==> config.mk <==
export PLATFORM = sky130hd
export DESIGN_NAME = jtag_init_tap
export DESIGN_NICKNAME = d
export VERILOG_FILES = /design/src/rtl/jit_pkg.sv /design/src/rtl/jit_tap_fsm.sv /design/src/rtl/jit_ireg.sv /design/src/rtl/jit_dreg.sv /design/src/rtl/jtag_init_tap.sv
export SDC_FILE = /design/constraint.sdc
export NUM_CORES = 1
export LEC_CHECK = 0
export ABC_AREA = 1
export BUFFER_PORTS_ARGS = -buffer_cell sky130_fd_sc_hd__buf_2
export CAP_MARGIN = 25
export CORE_MARGIN = 2
export CORE_UTILIZATION = 45
export CTS_BUF_LIST = sky130_fd_sc_hd__clkbuf_4 sky130_fd_sc_hd__clkbuf_8
export DETAILED_ROUTE_END_ITERATION = 10
export GPL_TIMING_DRIVEN = 1
export MAX_ROUTING_LAYER = met4
export PLACE_DENSITY = 0.64
export RECOVER_POWER = 25
export SYNTH_ARGS = -nofsm -noshare
export SYNTH_HDL_FRONTEND = slang
export SYNTH_SLANG_ARGS = --single-unit
==> constraint.sdc <==
create_clock -name tck -period 2.35 [get_ports tck]
set_clock_uncertainty 0.05 [all_clocks]
set_input_delay 0.47 -clock tck [delete_from_list [all_inputs] [get_ports tck]]
set_output_delay 0.47 -clock tck [all_outputs]
set_load 0.02 [all_outputs]
==> src/rtl/jit_pkg.sv <==
package jit_pkg;

   typedef enum logic [3:0] {
      S_RESET   = 4'd0,
      S_IDLE    = 4'd1,
      S_SEL_DR  = 4'd2,
      S_CAP_DR  = 4'd3,
      S_SH_DR   = 4'd4,
      S_EX1_DR  = 4'd5,
      S_PAU_DR  = 4'd6,
      S_EX2_DR  = 4'd7,
      S_UPD_DR  = 4'd8,
      S_SEL_IR  = 4'd9,
      S_CAP_IR  = 4'd10,
      S_SH_IR   = 4'd11,
      S_EX1_IR  = 4'd12,
      S_PAU_IR  = 4'd13,
      S_EX2_IR  = 4'd14,
      S_UPD_IR  = 4'd15
   } tap_state_e;

   typedef enum logic [1:0] {
      SEL_BYP  = 2'd0,
      SEL_BSR  = 2'd1,
      SEL_PAR  = 2'd2,
      SEL_STAT = 2'd3
   } dr_sel_e;

endpackage

==> src/rtl/jit_tap_fsm.sv <==
module jit_tap_fsm
   import jit_pkg::*;
(
   input  logic       tck,
   input  logic       rst_n,
   input  logic       tms,
   output tap_state_e state
);

   tap_state_e nxt;

   always_comb begin
      unique case (state)
         S_RESET:  nxt = tms ? S_RESET  : S_IDLE;
         S_IDLE:   nxt = tms ? S_SEL_DR : S_IDLE;
         S_SEL_DR: nxt = tms ? S_SEL_IR : S_CAP_DR;
         S_CAP_DR: nxt = tms ? S_EX1_DR : S_SH_DR;
         S_SH_DR:  nxt = tms ? S_EX1_DR : S_SH_DR;
         S_EX1_DR: nxt = tms ? S_UPD_DR : S_PAU_DR;
         S_PAU_DR: nxt = tms ? S_EX2_DR : S_PAU_DR;
         S_EX2_DR: nxt = tms ? S_UPD_DR : S_SH_DR;
         S_UPD_DR: nxt = tms ? S_SEL_DR : S_IDLE;
         S_SEL_IR: nxt = tms ? S_RESET  : S_CAP_IR;
         S_CAP_IR: nxt = tms ? S_EX1_IR : S_SH_IR;
         S_SH_IR:  nxt = tms ? S_EX1_IR : S_SH_IR;
         S_EX1_IR: nxt = tms ? S_UPD_IR : S_PAU_IR;
         S_PAU_IR: nxt = tms ? S_EX2_IR : S_PAU_IR;
         S_EX2_IR: nxt = tms ? S_UPD_IR : S_SH_IR;
         S_UPD_IR: nxt = tms ? S_SEL_DR : S_IDLE;
         default:  nxt = S_RESET;
      endcase
   end

   always_ff @(posedge tck or negedge rst_n) begin
      if (!rst_n) state <= S_RESET;
      else        state <= nxt;
   end

   // once in Test-Logic-Reset, TMS high keeps it there
   a_r1_reset_sticky: assert property (@(posedge tck) disable iff (!rst_n)
      (state == S_RESET && tms) |=> (state == S_RESET));

   // from any state, five TMS-high edges end in Test-Logic-Reset (checked as last step)
   a_r1_sel_ir_exit: assert property (@(posedge tck) disable iff (!rst_n)
      (state == S_SEL_IR && tms) |=> (state == S_RESET));

endmodule

==> src/rtl/jit_ireg.sv <==
module jit_ireg
   import jit_pkg::*;
#(
   parameter int               IR_W      = 4,
   parameter logic [IR_W-1:0]  OP_BYPASS = '1
)(
   input  logic            tck,
   input  logic            rst_n,
   input  tap_state_e      state,
   input  logic            tdi,
   output logic [IR_W-1:0] ir_q,
   output logic [IR_W-1:0] ir_sh
);

   localparam logic [IR_W-1:0] CAP_PAT = {{(IR_W-2){1'b0}}, 2'b01};

   always_ff @(posedge tck or negedge rst_n) begin
      if (!rst_n) begin
         ir_sh <= '0;
      end else if (state == S_CAP_IR) begin
         ir_sh <= CAP_PAT;
      end else if (state == S_SH_IR) begin
         ir_sh <= {tdi, ir_sh[IR_W-1:1]};
      end
   end

   always_ff @(posedge tck or negedge rst_n) begin
      if (!rst_n)                  ir_q <= OP_BYPASS;
      else if (state == S_RESET)   ir_q <= OP_BYPASS;
      else if (state == S_UPD_IR)  ir_q <= ir_sh;
   end

   a_r2_capture_pattern: assert property (@(posedge tck) disable iff (!rst_n)
      (state == S_CAP_IR) |=> (ir_sh[1:0] == 2'b01));

   a_r1_reset_bypass: assert property (@(posedge tck) disable iff (!rst_n)
      (state == S_RESET) |=> (ir_q == OP_BYPASS));

   a_r3_ir_hold: assert property (@(posedge tck) disable iff (!rst_n)
      (state != S_UPD_IR && state != S_RESET) |=> $stable(ir_q));

endmodule

==> src/rtl/jit_dreg.sv <==
module jit_dreg
   import jit_pkg::*;
#(
   parameter int W = 8
)(
   input  logic         tck,
   input  logic         rst_n,
   input  logic         sel,
   input  tap_state_e   state,
   input  logic         tdi,
   input  logic [W-1:0] cap_val,
   output logic         so,
   output logic [W-1:0] par_q
);

   logic [W-1:0] sh_q;

   always_ff @(posedge tck or negedge rst_n) begin
      if (!rst_n) begin
         sh_q <= '0;
      end else if (sel) begin
         if (state == S_CAP_DR)      sh_q <= cap_val;
         else if (state == S_SH_DR)  sh_q <= {tdi, sh_q[W-1:1]};
      end
   end

   always_ff @(posedge tck or negedge rst_n) begin
      if (!rst_n)                          par_q <= '0;
      else if (sel && state == S_UPD_DR)   par_q <= sh_q;
   end

   assign so = sh_q[0];

endmodule

==> src/rtl/jtag_init_tap.sv <==
module jtag_init_tap
   import jit_pkg::*;
#(
   parameter int               IR_W          = 4,
   parameter int               PARAM_W       = 16,
   parameter int               STAT_W        = 4,
   parameter bit               HAS_STAT      = 1'b1,
   parameter int               BSR_W         = 8,
   parameter logic [IR_W-1:0]  OP_BYPASS     = 4'b1111,
   parameter logic [IR_W-1:0]  OP_EXTEST     = 4'b0000,
   parameter logic [IR_W-1:0]  OP_PRELOAD    = 4'b0010,
   parameter logic [IR_W-1:0]  OP_INIT_SETUP = 4'b1000,
   parameter logic [IR_W-1:0]  OP_INIT_RUN   = 4'b1001
)(
   input  logic               tck,
   input  logic               trst_n,
   input  logic               por_n,
   input  logic               tms,
   input  logic               tdi,
   output logic               tdo,
   output logic               tdo_en,
   output logic [PARAM_W-1:0] init_param,
   output logic               init_start,
   input  logic [STAT_W-1:0]  init_status,
   input  logic [BSR_W-1:0]   bsr_in,
   output logic [BSR_W-1:0]   bsr_out,
   output logic               extest_en
);

   if (IR_W < 2) begin : g_bad_ir
      $error("jtag_init_tap: IR_W must be at least 2");
   end
   if (PARAM_W < 2 || BSR_W < 2 || STAT_W < 2) begin : g_bad_dr
      $error("jtag_init_tap: data register widths must be at least 2");
   end
   if (OP_INIT_SETUP == OP_INIT_RUN || OP_EXTEST == OP_PRELOAD) begin : g_bad_op
      $error("jtag_init_tap: opcodes must be distinct");
   end

   logic            tap_rst_n;
   tap_state_e      state;
   logic [IR_W-1:0] ir_q;
   logic [IR_W-1:0] ir_sh;
   dr_sel_e         dr_sel;
   logic            byp_q;
   logic            bsr_so;
   logic            par_so;
   logic            stat_so;
   logic            dr_so;
   logic            shifting;

   assign tap_rst_n = trst_n & por_n;

   jit_tap_fsm u_fsm (
      .tck   (tck),
      .rst_n (tap_rst_n),
      .tms   (tms),
      .state (state)
   );

   jit_ireg #(.IR_W(IR_W), .OP_BYPASS(OP_BYPASS)) u_ir (
      .tck   (tck),
      .rst_n (tap_rst_n),
      .state (state),
      .tdi   (tdi),
      .ir_q  (ir_q),
      .ir_sh (ir_sh)
   );

   always_comb begin
      case (ir_q)
         OP_EXTEST, OP_PRELOAD: dr_sel = SEL_BSR;
         OP_INIT_SETUP:         dr_sel = SEL_PAR;
         OP_INIT_RUN:           dr_sel = HAS_STAT ? SEL_STAT : SEL_BYP;
         default:               dr_sel = SEL_BYP;
      endcase
   end

   // bypass: captures 0, one-stage delay
   always_ff @(posedge tck or negedge tap_rst_n) begin
      if (!tap_rst_n) begin
         byp_q <= 1'b0;
      end else if (dr_sel == SEL_BYP) begin
         if (state == S_CAP_DR)     byp_q <= 1'b0;
         else if (state == S_SH_DR) byp_q <= tdi;
      end
   end

   // parameter register: power-on reset only, survives Test-Logic-Reset
   jit_dreg #(.W(PARAM_W)) u_param (
      .tck     (tck),
      .rst_n   (por_n),
      .sel     (dr_sel == SEL_PAR),
      .state   (state),
      .tdi     (tdi),
      .cap_val (init_param),
      .so      (par_so),
      .par_q   (init_param)
   );

   jit_dreg #(.W(BSR_W)) u_bsr (
      .tck     (tck),
      .rst_n   (por_n),
      .sel     (dr_sel == SEL_BSR),
      .state   (state),
      .tdi     (tdi),
      .cap_val (bsr_in),
      .so      (bsr_so),
      .par_q   (bsr_out)
   );

   if (HAS_STAT) begin : g_stat
      logic [STAT_W-1:0] stat_sh;
      always_ff @(posedge tck or negedge tap_rst_n) begin
         if (!tap_rst_n) begin
            stat_sh <= '0;
         end else if (dr_sel == SEL_STAT) begin
            if (state == S_CAP_DR)     stat_sh <= init_status;
            else if (state == S_SH_DR) stat_sh <= {tdi, stat_sh[STAT_W-1:1]};
         end
      end
      assign stat_so = stat_sh[0];
   end else begin : g_no_stat
      assign stat_so = 1'b0;
   end

   always_comb begin
      unique case (dr_sel)
         SEL_BSR:  dr_so = bsr_so;
         SEL_PAR:  dr_so = par_so;
         SEL_STAT: dr_so = stat_so;
         default:  dr_so = byp_q;
      endcase
   end

   // start pulse fires at Update-IR, independent of Run-Test/Idle
   always_ff @(posedge tck or negedge tap_rst_n) begin
      if (!tap_rst_n) init_start <= 1'b0;
      else            init_start <= (state == S_UPD_IR) && (ir_sh == OP_INIT_RUN);
   end

   assign shifting = (state == S_SH_IR) || (state == S_SH_DR);

   always_ff @(negedge tck or negedge tap_rst_n) begin
      if (!tap_rst_n) begin
         tdo    <= 1'b0;
         tdo_en <= 1'b0;
      end else begin
         tdo_en <= shifting;
         tdo    <= !shifting ? 1'b0 : (state == S_SH_IR) ? ir_sh[0] : dr_so;
      end
   end

   assign extest_en = (ir_q == OP_EXTEST);

   a_r6_start_single: assert property (@(posedge tck) disable iff (!tap_rst_n)
      init_start |=> !init_start);

   a_r6_start_with_run: assert property (@(posedge tck) disable iff (!tap_rst_n)
      init_start |-> (ir_q == OP_INIT_RUN));

   a_r4_param_hold: assert property (@(posedge tck) disable iff (!por_n)
      !(state == S_UPD_DR && dr_sel == SEL_PAR) |=> $stable(init_param));

   a_r9_bsr_hold: assert property (@(posedge tck) disable iff (!por_n)
      !(state == S_UPD_DR && dr_sel == SEL_BSR) |=> $stable(bsr_out));

   a_r5_setup_keeps_bsr: assert property (@(posedge tck) disable iff (!tap_rst_n)
      (ir_q == OP_INIT_SETUP && state != S_UPD_IR) |=> ($stable(bsr_out) && !extest_en));

endmodule

==> Yosys cells after proc, flatten, opt, wreduce, memory -nomap -nowiden <==
Cells that the tools add are included.
{ "word_totals": {"register_bits": 68, "in_bits": 17, "out_inout_bits": 28, "word_cells": 82} }
{ "op_classes": {"eq_ne": 22, "mux": 29, "n_bitwise": 1, "n_reduce_logical": 18} }
{ "op_table": {"columns": ["operator", "count"], "rows": [
  ["4-bit case mux with 12 select lines", 1],
  ["4-bit == test, second input constant", 11],
  ["4-bit 2-to-1 mux", 10],
  ["16-bit 2-to-1 mux", 2],
  ["4-bit by 3-bit == test with 1-bit output, second input constant", 4],
  ["8-bit 2-to-1 mux", 2],
  ["4-bit by 2-bit == test with 1-bit output, second input constant", 3],
  ["4-bit zero test", 2],
  ["2-bit AND reduction", 4],
  ["1-bit 2-to-1 mux", 7],
  ["2-bit 2-to-1 mux", 3],
  ["3-bit 2-to-1 mux", 2],
  ["2-bit case mux with 3 select lines", 1],
  ["2-bit nonzero test", 3],
  ["2-bit OR reduction", 3],
  ["2-bit == test, second input constant", 2],
  ["4-bit by 1-bit == test with 1-bit output, second input constant", 1],
  ["1-bit logical AND", 3],
  ["1-bit case mux with 3 select lines", 1],
  ["3-bit OR reduction", 1],
  ["2-bit by 1-bit == test with 1-bit output, second input constant", 1],
  ["2-bit zero test", 1],
  ["1-bit bitwise AND", 1],
  ["1-bit logical OR", 1]
]} }

==> Logic depth before layout (Yosys ltp) <==
Gate-level depths: netlist (run 1).
{ "depth": {"word_depth": 7, "ltp_mapped": 8, "depth_no_buf": 7} }

==> Hierarchy <==
Synthesis (run 1) repeated with hierarchy kept, for this count alone.
{ "hier_totals": {"hier_cells": 480, "hier_area_um2": 3633.5} }
{ "modules_own_cells": {"columns": ["mod", "instances", "cells_each", "area_each_um2", "seq_area_each_um2"], "rows": [
  ["jit_dreg at u_param", 1, 197, 1534.0, 800.8],
  ["jit_dreg at u_bsr", 1, 101, 830.8, 400.4],
  ["jtag_init_tap", 1, 79, 548.0, 200.2],
  ["jit_ireg", 1, 48, 385.4, 205.2],
  ["jit_tap_fsm", 1, 55, 335.3, 100.1]
]} }

==> results.json, run 1 <==
{
  "hold_path.class": "in2reg",
  "fin_nets": 472,
  "final_common_cell": "nand2_1",
  "gr-usage-all-layers_pct": 20.7,
  "tightest_slew_ps": 1160,
  "cp.arrival_ps": 2020,
  "ir_worst_vdd_v": 0.000327,
  "path_class": "reg2out",
  "viasPerCell": 4.96,
  "synth_largest_area_cell": "dfrtp_1",
  "synthesis.nets": 405,
  "numPortBuffers": 44,
  "slew_headroom_pct": 22.6,
  "end_kind": "output pin",
  "ys_top_cells_by_area": "dfrtp_1 49%, nand2_1 15%, o21ai_0 9.4%",
  "leakage_uw": 0.00196,
  "firstDrtPassIters": 4,
  "clock_sinks": 68,
  "synth_top_area_share_pct": 48.6,
  "tns_ps": -427,
  "vias": 2759,
  "gp_congestion": 0.874,
  "syn_to_final_growth_pct": 23.3,
  "grt_pass1_vias": 2557,
  "syn_area_sq_mm": 0.00319,
  "grt_pass1_wl_mm": 12.1,
  "cts_tree": "yes",
  "layout.cells.non_filler": 556,
  "timing.final.ws_setup_ps": -186,
  "coreArea_sq_mm": 0.00683,
  "wl_per_cell_microns": 13.3,
  "finalMaxSlewViolations": 0,
  "drc": 0,
  "hold_viol_final": 0,
  "critical_path.cell_chain": "buf_6",
  "cp-start-kind": "register",
  "finalSetupViolCount": 3,
  "critPathTopFamily": "flip-flops",
  "rsz0062_at_grt": "yes",
  "h-tree-depth": 3,
  "drt-total-wl_mm": 7.38,
  "mostFrequentLayoutCells": "124 x nand2_1, 62 x dfrtp_1, 60 x o21ai_0",
  "fin_hold_ws_ps": 349,
  "antenna_found_initial": 0,
  "yosys_register_bits": 68,
  "hold_buffers": 0,
  "antenna_left": 0,
  "overflow": 0,
  "drtIter0Drc": 161,
  "dp_cells": 527,
  "slowest_stage": "dfrtn_1",
  "synth_area_per_cell_sq_um": 8.22,
  "synthCells": 388,
  "clk_transition_reported_paths_ps": 70,
  "grt_max_degree": 49,
  "rows": 30,
  "powerDensity_mw_per_mm2": 1010,
  "drv_cap": 0,
  "place_ws_ps": -13.5,
  "yosysSeqAreaShare_pct": 53.5,
  "cts_root_buf": "clkbuf_8",
  "status": "finished with violations",
  "ys_types": 27,
  "antenna_cells": 0,
  "clk_path_buf_depth": 2,
  "crit_buf_inv": 1,
  "initial_core_util_pct": 46.7,
  "cp_slowest_stage_delay_ps": 400,
  "die-area_sq_mm": 0.00778,
  "fp.dieH_microns": 88.2,
  "drive_gt1_share_pct": 23.5,
  "violations": "setup timing",
  "path_max_fanout": 1,
  "die_w_microns": 88.2,
  "cp_data_required_time_ps": 1830,
  "hpwl_mm": 4.75,
  "worstSkewPairLatency_ps": 340,
  "yosys_warnings": 0,
  "cts_buffers": 9,
  "io_pins": 45
}
-- state kept, by name, summed over array words and instances (netlist names) --
register and count:
u_ir.ir_sh 4, u_bsr.par_q 8, tdo 1, u_ir.ir_q 4, u_bsr.sh_q 8, init_start 1, g_stat.stat_sh 4, u_param.par_q 16
u_fsm.state 4, u_param.sh_q 16, tdo_en 1, byp_q 1
-- repair_timing --
action | 4_1_cts | 5_1_grt
pin swaps | 1 | 5
setup endpoints to repair | 3 | 19
gates resized for setup | 8 | 6
cloned | 0 | 2
buffers inserted | 9 | 2
-- cells by family after synthesis --
| family | after synthesis | synth area share (%) |
|---|---|---|
| simple gates | 166 | 22.9 |
| compound gates | 95 | 15.3 |
| flops | 68 | 53.5 |
| buf+inv | 59 | 8.32 |
-- worst min-delay path, stage by stage --
cell,delay (ps)
buf_2,100
nand2_1,50
o21ai_0,80
-- cell usage after synthesis --
library cell,n
nor2_1,15
inv_2,2
buf_2,4
dfstp_2,4
dfrtn_1,2
inv_1,44
nand4_1,2
nor2_8,4
nand2_1,127
nand3_1,11
o21ai_1,25
a22oi_1,1
nor2_2,3
buf_4,4
nand3b_1,1
a31oi_1,3
clkbuf_2,1
buf_6,3
o22ai_1,3
o211ai_1,1
a21oi_1,2
clkbuf_1,1
nand2_2,1
nand3_2,1
nor4_1,1
dfrtp_1,62
o21ai_0,60
-- routing by layer --
layer | track usage (%) | share of wire (%) | vias up | wire (microns)
met3 | 3.68 | 5.0 | 10 | 369
met4 | 8.54 | 1.6 | 0 | 120
li1 | - | - | 1381 | -
met1 | 27.9 | 47 | 1287 | 3430
met2 | 31.0 | 47 | 81 | 3460
met5 | - | 0 | - | 0
-- report_power, final --
group	leakage, uW	switching (uW)	internal, uW	total (uW)
clock	0.000120	464	719	1180
sequential	0.000870	150	1410	1560
combinational	0.000965	787	426	1210
total	0.00196	1400	2560	3960
-- metrics by stage --
stage	power, uW	cell area (sq um)	util [%]
after detailed placement	2680	3540	51.8
after global placement	2670	3540	51.8
after global routing	4220	3930	57.5
after floorplan	2350	3200	-
after CTS	3930	3870	56.7
final	3960	3930	57.5
-- final timing paths --
check	start	end	slack, ps	cells past startpoint
max	tdo_en	tdo_en	-190	1
min	tdi	u_ir.ir_sh[3]	350	3
max reg2reg	u_ir.ir_q[2]	tdo	-60	7
min reg2reg	u_ir.ir_sh[1]	init_start	380	1
max in group asynchronous	por_n	tdo_en	990	3
min in group asynchronous	por_n	u_bsr.par_q[0]	430	2
-- cell type report --
cell class / count / area [sq um]
well taps: 96 / 120
multi-input cells: 263 / 1270
inverters: 46 / 173
repair buffers: 67 / 414
clock inverters: 6 / 111
flip-flops and latches: 68 / 1710
clock buffers: 10 / 131
fillers: 638 / 2900
(Power assumes the default switching activity.)
==> inputs of run 2 (changes only) <==
--- a/config.mk
+++ b/config.mk
@@ -6,13 +6,12 @@
 export NUM_CORES = 1
 export LEC_CHECK = 0
 export ABC_AREA = 1
-export BUFFER_PORTS_ARGS = -buffer_cell sky130_fd_sc_hd__buf_2
+export BUFFER_PORTS_ARGS = -buffer_cell sky130_fd_sc_hd__clkbuf_2
 export CAP_MARGIN = 25
 export CORE_MARGIN = 2
 export CORE_UTILIZATION = 45
 export CTS_BUF_LIST = sky130_fd_sc_hd__clkbuf_4 sky130_fd_sc_hd__clkbuf_8
 export DETAILED_ROUTE_END_ITERATION = 10
-export GPL_TIMING_DRIVEN = 1
 export MAX_ROUTING_LAYER = met4
 export PLACE_DENSITY = 0.64
 export RECOVER_POWER = 25
==> run 2 against run 1 <==
The run still ends with setup timing left. First-iteration DRC count decreased by 14%. Largest cell class unchanged. Count of clock-buffer cells in the layout decreased by 1. Critical path type unchanged. Sequential share of layout area increased by 2.0 points. Via count decreased by 3.5%. Global-route usage increased by 0.13 points. Die area unchanged. Sequential power about the same. Critical path depth unchanged.
==> results.json, run 2 (synthesis gave the netlist of run 1 again) <==
{
  "crit_start": "tdo_en",
  "path_class": "reg2out",
  "rr_worst_depth": 7,
  "end_kind": "output pin",
  "antenna_left": 0,
  "wl_per_cell_microns": 12.6,
  "slowest_stage": "dfrtn_1",
  "slew_headroom_pct": 20.9,
  "drc": 0,
  "hold_buffers": 0,
  "multi_input_area_sq_mm": 0.00124,
  "violations": "setup timing",
  "numPortBuffers": 44,
  "critical_path.cell_chain": "clkbuf_8",
  "drv_cap": 0,
  "rsz0062_at_grt": "yes",
  "rows": 30,
  "powerDensity_mw_per_mm2": 975,
  "hold_depth": 3,
  "fillers": 667,
  "cp_slowest_stage_delay_ps": 420,
  "cp.depth": 1,
  "path_max_fanout": 1,
  "hold_viol_final": 0,
  "min_from": "tdi",
  "timing.final.ws_setup_ps": -228,
  "fp.dieH_microns": 88.2,
  "stdcell_area_sq_mm": 0.00376,
  "cp-start-kind": "register",
  "leakage_uw": 0.00187,
  "clock_sinks": 68,
  "grt_pass1_vias": 2568,
  "cts_buffers": 9,
  "grt_max_degree": 49,
  "coreArea_sq_mm": 0.00683,
  "h-tree-depth": 3,
  "place_ws_ps": -18.2,
  "grt_pass1_wl_mm": 12.1,
  "vias": 2662,
  "hpwl_mm": 4.73,
  "worstSkewPairLatency_ps": 340,
  "mostFrequentLayoutCells": "125 x nand2_1, 62 x dfrtp_1, 60 x o21ai_0",
  "regArea_sq_mm": 0.00171,
  "drive_gt1_share_pct": 20.4,
  "reg2reg_from": "u_ir.ir_q[2]",
  "drt-total-wl_mm": 6.86,
  "critPathTopFamily": "flip-flops",
  "clk_transition_reported_paths_ps": 70,
  "viasPerCell": 4.90,
  "gr-usage-all-layers_pct": 20.9,
  "gp_congestion": 0.893,
  "initial_core_util_pct": 46.7,
  "syn_to_final_growth_pct": 17.8,
  "finalSetupViolCount": 3,
  "overflow": 0,
  "cp.arrival_ps": 2060,
  "cts_tree": "yes",
  "cts_root_buf": "clkbuf_8",
  "final_common_cell": "nand2_1",
  "fin_hold_ws_ps": 337,
  "placed_cell_area_sq_mm": 0.00353,
  "drtIter0Drc": 139,
  "antenna_found_initial": 0,
  "cp_data_required_time_ps": 1830,
  "top_regs": "u_param.par_q: 16 flops, u_param.sh_q: 16 flops",
  "hold_path.class": "in2reg",
  "clk_path_buf_depth": 2,
  "r2r_setup_slack_ps": -20,
  "fin_util_pct": 55.0,
  "status": "finished with violations",
  "die-area_sq_mm": 0.00778,
  "antenna_cells": 0,
  "crit_buf_inv": 1,
  "tns_ps": -447,
  "firstDrtPassIters": 4,
  "fin_nets": 459,
  "die_w_microns": 88.2,
  "tightest_slew_ps": 1190,
  "ir_worst_vdd_v": 0.000409,
  "io_pins": 45,
  "finalMaxSlewViolations": 0
}
-- run 2: cell types whose count changed in the layout (fill, tap and decap cells not counted), sizes merged --
cell,change
clkinvlp,-1
nor2,-2
clkinv,+4
clkbuf,+42
bufinv,-2
buf,-54
-- run 2: path summary, 6_finish.rpt --
kind / endpoint
max in group asynchronous: tdo_en
min: u_ir.ir_sh[3]
max reg2reg: tdo
min reg2reg: init_start
max: tdo_en
min in group asynchronous: u_bsr.par_q[0]
-- run 2: timing repair --
action                                  CTS  global route
buffers inserted                          1             0
endpoints found under the setup margin    3             4
pin swaps                                 3             1
gates resized for setup                   7             1
-- run 2: stage by stage --
| stage | total power [uW] | cells |
|---|---|---|
| 2_1_floorplan | 2350 | 388 |
| 3_3_place_gp | 2670 | 526 |
| 3_5_place_dp | 2680 | 526 |
| 4_1_cts | 3700 | 543 |
| 5_1_grt | 3950 | 543 |
| 6_report | 3670 | 543 |
-- run 2: power breakdown --
part | internal (uW) | leakage [uW] | total [uW] | switching, uW
Sequential | 1410 | 0.000870 | 1560 | 146
Combinational | 386 | 0.000894 | 1140 | 750
Clock | 495 | 0.000104 | 971 | 475
Total | 2290 | 0.00187 | 3670 | 1370
-- run 2: layer usage --
layer | GRT usage, % | vias to the layer above | part of all wire (%)
li1 | - | 1359 | -
met1 | 28.3 | 1248 | 49
met2 | 30.9 | 51 | 47
met3 | 4.71 | 4 | 4.0
met4 | 7.30 | 0 | 0.80
met5 | - | - | 0
-- run 2: final cells by class --
cell class	instances	area share [%]
sequential	68	45.4
clock inverter	7	2.00
timing repair buffer	56	8.52
tap	96	3.20
multi-input combinational	261	33.0
clock buffer	9	3.30
inverter	46	4.59
